===== src/rtl/icu_pkg.sv =====
package icu_pkg;
    typedef enum logic [1:0] {
        ACT_OFF     = 2'd0,
        ACT_CAPTURE = 2'd1,
        ACT_CLEAR   = 2'd2,
        ACT_RSVD    = 2'd3
    } edge_act_e;
endpackage


===== src/rtl/icu_pin_sync.sv =====
module icu_pin_sync #(
    parameter int STAGES = 2
) (
    input  logic clk_i,
    input  logic rst_ni,
    input  logic pin_i,
    output logic rise_o,
    output logic fall_o
);
    typedef struct packed {
        logic [STAGES-1:0] chain;
        logic              prev;
    } sync_t;

    sync_t s_d, s_q;

    always_comb begin
        s_d       = s_q;
        s_d.chain = {s_q.chain[STAGES-2:0], pin_i};
        s_d.prev  = s_q.chain[STAGES-1];
    end

    always_ff @(posedge clk_i or negedge rst_ni) begin
        if (!rst_ni) s_q <= '0;
        else         s_q <= s_d;
    end

    assign rise_o = s_q.chain[STAGES-1] & ~s_q.prev;
    assign fall_o = ~s_q.chain[STAGES-1] & s_q.prev;

    // a detected rise needs a low level first, so it cannot repeat next cycle
    p_rise_single_r8: assert property (@(posedge clk_i) disable iff (!rst_ni)
        rise_o |=> !rise_o);
    p_fall_single_r8: assert property (@(posedge clk_i) disable iff (!rst_ni)
        fall_o |=> !fall_o);
endmodule


===== src/rtl/icu_edge_action.sv =====
module icu_edge_action
    import icu_pkg::*;
(
    input  logic [1:0] mode_i,
    input  logic       hit_i,
    output logic       cap_o,
    output logic       clr_o
);
    edge_act_e act;

    always_comb begin
        act   = edge_act_e'(mode_i);
        cap_o = 1'b0;
        clr_o = 1'b0;
        if (hit_i) begin
            unique case (act)
                ACT_CAPTURE: cap_o = 1'b1;
                ACT_CLEAR:   clr_o = 1'b1;
                default:     ;
            endcase
        end
    end
endmodule


===== src/rtl/icu_capture.sv =====
module icu_capture
    import icu_pkg::*;
#(
    parameter int CNT_W       = 16,
    parameter int SYNC_STAGES = 2
) (
    input  logic             clk_i,
    input  logic             rst_ni,
    input  logic             pin_i,
    input  logic [CNT_W-1:0] count_i,
    input  logic [1:0]       rise_mode_i,
    input  logic [1:0]       fall_mode_i,
    input  logic             irq_en_i,
    output logic [CNT_W-1:0] cap_value_o,
    output logic             cnt_clr_o,
    output logic             irq_o
);
    typedef struct packed {
        logic [CNT_W-1:0] cap;
        logic             clr;
        logic             irq;
    } cap_st_t;

    cap_st_t st_d, st_q;
    logic rise_hit, fall_hit;
    logic rise_cap, rise_clr, fall_cap, fall_clr;
    logic load;

    icu_pin_sync #(.STAGES(SYNC_STAGES)) u_sync (
        .clk_i  (clk_i),
        .rst_ni (rst_ni),
        .pin_i  (pin_i),
        .rise_o (rise_hit),
        .fall_o (fall_hit)
    );

    icu_edge_action u_rise_act (
        .mode_i (rise_mode_i),
        .hit_i  (rise_hit),
        .cap_o  (rise_cap),
        .clr_o  (rise_clr)
    );

    icu_edge_action u_fall_act (
        .mode_i (fall_mode_i),
        .hit_i  (fall_hit),
        .cap_o  (fall_cap),
        .clr_o  (fall_clr)
    );

    assign load = rise_cap | fall_cap;

    always_comb begin
        st_d     = st_q;
        // the counter value sampled here predates any clear it answers
        if (load) st_d.cap = count_i;
        st_d.clr = rise_clr | fall_clr;
        st_d.irq = load & irq_en_i;
    end

    always_ff @(posedge clk_i or negedge rst_ni) begin
        if (!rst_ni) st_q <= '0;
        else         st_q <= st_d;
    end

    assign cap_value_o = st_q.cap;
    assign cnt_clr_o   = st_q.clr;
    assign irq_o       = st_q.irq;

    // an interrupt pulse only follows an enabled capture
    p_irq_needs_en_r5: assert property (@(posedge clk_i) disable iff (!rst_ni)
        irq_o |-> $past(irq_en_i) && $past(load));
    // capture value moves only after a capture action
    p_cap_only_on_load_r4: assert property (@(posedge clk_i) disable iff (!rst_ni)
        !$stable(cap_value_o) |-> $past(load));
    // a clear request needs a selector in clear mode
    p_clr_needs_mode_r3: assert property (@(posedge clk_i) disable iff (!rst_ni)
        cnt_clr_o |-> ($past(rise_mode_i) == ACT_CLEAR) || ($past(fall_mode_i) == ACT_CLEAR));
    // rise and fall never act in the same cycle
    p_one_edge_r6: assert property (@(posedge clk_i) disable iff (!rst_ni)
        $onehot0({rise_hit, fall_hit}));
endmodule


===== config.mk =====
export PLATFORM = sky130hd
export DESIGN_NAME = icu_capture
export DESIGN_NICKNAME = d
export VERILOG_FILES = /design/src/rtl/icu_pkg.sv /design/src/rtl/icu_pin_sync.sv /design/src/rtl/icu_edge_action.sv /design/src/rtl/icu_capture.sv
export SDC_FILE = /design/constraint.sdc
export NUM_CORES = 1
export LEC_CHECK = 0
export ABC_AREA = 1
export BUFFER_PORTS_ARGS = -buffer_cell sky130_fd_sc_hd__buf_2
export CAP_MARGIN = 15
export CORE_UTILIZATION = 28
export CTS_BUF_LIST = sky130_fd_sc_hd__clkbuf_8
export DETAILED_ROUTE_END_ITERATION = 6
export SKIP_LAST_GASP = 1
export SYNTH_ARGS = -nofsm -noshare
export SYNTH_HDL_FRONTEND = slang
export SYNTH_HIERARCHICAL = 1
export SYNTH_SLANG_ARGS = --single-unit

===== constraint.sdc =====
create_clock -name clk_i -period 1.7 [get_ports clk_i]
set_input_delay 0.17 -clock clk_i [delete_from_list [all_inputs] [get_ports clk_i]]
set_output_delay 0.17 -clock clk_i [all_outputs]
set_load 0.005 [all_outputs]

* Word level (Yosys, flattened, before mapping)
Cells that the tools add are included.
W data, S select, Z words.
** Storage, ports and cells
- Register bits after elaboration :: 21
- Bits in latches :: 0
- Bits in writable memories :: 0
- ROM bits :: 0
- Input port bits :: 24
- Output and inout bits :: 18
- Word-level logic and storage cells :: 24
- Memories :: 0
** Cells by class
- Add/sub/neg operators :: 0
- $mul :: 0
- Divide/modulo/power cells :: 0
- $lt $le $gt $ge :: 0
- Eq/ne operators :: 4
- Shifts and indexed selects :: 0
- Mux-type cells :: 8
- Bitwise logic cells :: 7
- Reductions and logical operators :: 0
** Operators with widths (number)
- $mux W1 :: 8
- $eq A2 B1 Y1 const B :: 2
- $eq A2 B2 Y1 const B :: 2
- $and A1 B1 Y1 :: 3
- $not A1 Y1 :: 2
- $or A1 B1 Y1 :: 2

* Depth between registers and ports, before layout
- Depth in word-level cells :: 5
- Mapped depth :: 8
- Depth with buffers taken out :: 7

* By module
The synthesis kept the hierarchy.
** Modules (own cells, without submodules)
- icu_capture :: instances 1, cells an instance 73, area an instance 696.9 um^2, seq. area each 450.4 um^2
- icu_pin_sync :: instances 1, cells an instance 7, area an instance 90.1 um^2, seq. area each 75.1 um^2
- icu_edge_action :: instances 2, cells an instance 4, area an instance 15.0 um^2, seq. area each 0.0 um^2

* Worst setup path before layout
OpenSTA, ideal clock, no wires.
- Path kind :: reg-to-reg
- Start point :: register u_sync.s_q, in the netlist u_sync/s_d[0]
- End point :: register st_q, in the netlist cap_value_o[10]
- Setup time :: 0.123 ns
- Arrival time :: 1.211 ns
- Required time :: 1.577 ns
- Setup slack :: 0.366 ns
- Stages on the path, launching flop included :: 8
- Buffers on the path :: 1
- Clock period less this slack :: 1.334 ns
- Cell sequence :: dfrtp_1 -> nor2_1 -> nand2_1 -> nor2_1 -> nor2_4 -> buf_6 -> nand2_1 -> nand2_1
** On the way
- Word-level cells in the longest chain between the ends :: 4
- Elaborated cells on any way between the ends :: 6
- Those cells by class :: 2 x mux; 4 x bitwise
** Ends and longest elaborated chain
- start: declaration :: line icu_pin_sync.sv:15 : sync_t s_d, s_q;
- start signal: assignment :: line icu_pin_sync.sv:24 : if (!rst_ni) s_q <= '0;
- start signal: assignment :: line icu_pin_sync.sv:25 : else s_q <= s_d;
- $not A1 Y1 :: line icu_pin_sync.sv:29 : assign fall_o = ~s_q.chain[STAGES-1] & s_q.prev;
- $and A1 B1 Y1 :: line icu_pin_sync.sv:29
- named net fall_hit :: line icu_capture.sv:25 : logic rise_hit, fall_hit;
- $mux W1 :: line icu_edge_action.sv:15 : if (hit_i) begin
- named net fall_cap :: line icu_capture.sv:26 : logic rise_cap, rise_clr, fall_cap, fall_clr;
- $or A1 B1 Y1 :: line icu_capture.sv:51 : assign load = rise_cap | fall_cap;
- end signal: assignment :: line icu_capture.sv:63 : else st_q <= st_d;
- end: declaration :: line icu_capture.sv:24 : cap_st_t st_d, st_q;
The timed path passes the listed nets, and every way through them passes these cells.
A chain may end at the register's enable or synchronous reset.

* Worst setup path in the final report
- Start point :: register u_sync.s_q, in the netlist u_sync/s_d[0]
- End point :: register st_q, in the netlist cap_value_o[5]
Same word-level chain as after synthesis.

==> results_dict.tcl <==
set metrics [dict create \
    status "finished clean" \
    cts.clk_slew.worst_paths_ns 0.08 \
    gp_congestion 0.652 \
    start_util_pct 29.6 \
    drc 0 \
    antenna_found_initial 0 \
    worst_pin_slew_ns 0.487 \
    worstPathArrival_ns 1.51 \
    cts_root_buf "clkbuf_8" \
    drt-initial-drc-count 20 \
    grt_pass1_wl_um 3310 \
    cts_tree "done" \
    path_max_fanout 10 \
    synth_seq_cells 21 \
    critPathKind "reg -> reg" \
    cts.sinks 21 \
    vias 744 \
    clk_latency_ns 0.26 \
    min_period_ns 1.31 \
    routedWlPerCell_um 11.9 \
    overflow 0 \
    startpoint_type "register" \
    cts_buffers 3 \
    maxCapViolCount 0 \
    drt_first_pass_iters 2 \
    grt_pass1_vias 757 \
    drt-met1-wl_um 901 \
    die_w_um 56.0 \
    worst_hold_startpoint "pin_i" \
    reg2reg_from "u_sync/s_d[0]" \
    ir_worst_vdd_mv 0.440 \
    p_leak_uw 0.000665 \
    clock.fmax_mhz 761 \
    clock_skew_ns 0.00595 \
    grt_usage_pct 13.2 \
    slew_violations 0 \
    multiInputGateArea_um2 259 \
    synth_cell_types 10 \
    syn2layout_area_growth_pct 37.7 \
    wl_met3_um 129 \
    place_inst 161 \
    fillers 282 \
    diodes 0 \
    port_buffers 41 \
    nNetsFinal 160 \
    wl_met2_um 946 \
    final_antenna_net_count 0 \
    top_layer "met3" \
    fin_cells 166 \
    coreArea_um2 2760 \
    rows 19 \
    clockBufferDepth 2 \
    ios 42 \
    avgSynthCellArea_um2 9.28 \
    grt_max_degree 22 \
    slew_headroom_pct 67.6 \
    syn_area_um2 817 \
    routed_via_density 4.48 \
    htreeDepth 1 \
    die_area_um2 3140 \
    yosysSeqAreaShare_pct 64.3 \
    rsz0062_at_grt "false" \
    cp-end-kind "register" \
    routed_wl_um 1980 \
    die_y_um 56.0 \
    synth_fp_nets 112 \
    powerDensity_nw_per_um2 1030 \
    cts_resized 0 \
    seq_area_um2 526 \
    finalSetupTns_ns 0 \
    startpoint "u_sync/s_d[0]" \
    cp.required_ns 1.90 \
    yosysWarnings 6 \
    drive_gt1_share_pct 37.0 \
    period_share_pct 77.3 \
    cts_setup_buffers 0 \
    hp-class "in -> reg" \
    netlist_instances 88 \
    dpl.hpwl_um 1440 \
    setup_viol 0 \
    hold_viol 0 \
]
==> state kept, by name, indices dropped and copies added (netlist names) <==
name,count
irq_o,1
cnt_clr_o,1
cap_value_o,16
u_sync/s_q,1
u_sync/s_d,2
==> layout make-up <==
class | instances | share of cell area (%)
Clock inverter | 1 | 0.334
Timing Repair Buffer | 46 | 21.8
Sequential cell | 21 | 46.7
Tap cell | 31 | 3.45
Multi-Input combinational cell | 61 | 23.0
Clock buffer | 3 | 3.67
Inverter | 3 | 1.00
==> per-stage QoR <==
step | utilization, % | area [um^2] | hold WS, ns | setup slack, ns | power, uW
3_5_place_dp | 38.8 | 1070 | 0.160 | 0.394 | 851
6_report | 40.8 | 1120 | 0.0187 | 0.386 | 1160
4_1_cts | 40.8 | 1120 | 0.0114 | 0.371 | 1170
5_1_grt | 40.8 | 1120 | 0.0131 | 0.228 | 1230
2_1_floorplan | - | 817 | -0.126 | 0.366 | 717
3_3_place_gp | 38.8 | 1070 | 0.145 | 0.475 | 843
==> synth_stat cells (all sizes together) <==
library cell	n	area, um^2
dfrtp	21	526
nand2	36	135
or2	1	6.26
inv	3	11.3
nor2	8	37.5
buf	2	16.3
o21ai	16	80.1
clkbuf	1	5.00
==> final timing paths <==
kind | to | cells after the start | slack, ns
max | cap_value_o[5] | 6 | 0.39
max in group asynchronous | cnt_clr_o | 2 | 0.97
max reg2reg | cap_value_o[5] | 6 | 0.39
min reg2reg | u_sync/s_d[0] | 0 | 0.35
min | u_sync/s_d[2] | 1 | 0.02
min in group asynchronous | cap_value_o[8] | 2 | 0.40
==> layer usage <==
metal / vias to the layer above / GRT usage (%)
li1: 369 / -
met1: 347 / 18.6
met2: 28 / 20.9
met3: 0 / 2.09
met4: 0 / 4.18
met5: - / 0
==> where the power goes <==
group | internal [uW] | leakage [uW] | switching, uW | total (uW)
clock network | 161 | 0.0000269 | 157 | 317
registers | 580 | 0.000262 | 42.9 | 623
logic | 111 | 0.000376 | 108 | 219
==> critical path: stages (launching register included) <==
cell and delay, ns:
dfrtp_1 0.40, nor2_1 0.14, nand2_1 0.07, nor2_1 0.26, buf_4 0.23, o21ai_0 0.10, nand2_1 0.07
==> cell families after synthesis <==
family,after synthesis,share of synthesized area [%]
simple gates,45,21.9
flops,21,64.3
buf+inv,6,3.98
compound gates,16,9.80
==> cell usage in the layout (no fill, tap or decap), drive strengths merged <==
| cell | synthesis | routed |
|---|---|---|
| or2 | 1 | 1 |
| inv | 3 | 4 |
| o21ai | 16 | 16 |
| clkbuf | 1 | 3 |
| dlygate4sd3 | 0 | 1 |
| dfrtp | 21 | 21 |
| buf | 2 | 45 |
| nor2 | 8 | 8 |
| nand2 | 36 | 36 |
==> what timing repair did <==
item / CTS / global route
endpoints found under the hold margin: 21 / 0
hold buffers: 1 / 0
endpoints found under the setup margin: 0 / 0
No activity file was read; power rests on OpenSTA's default activity.
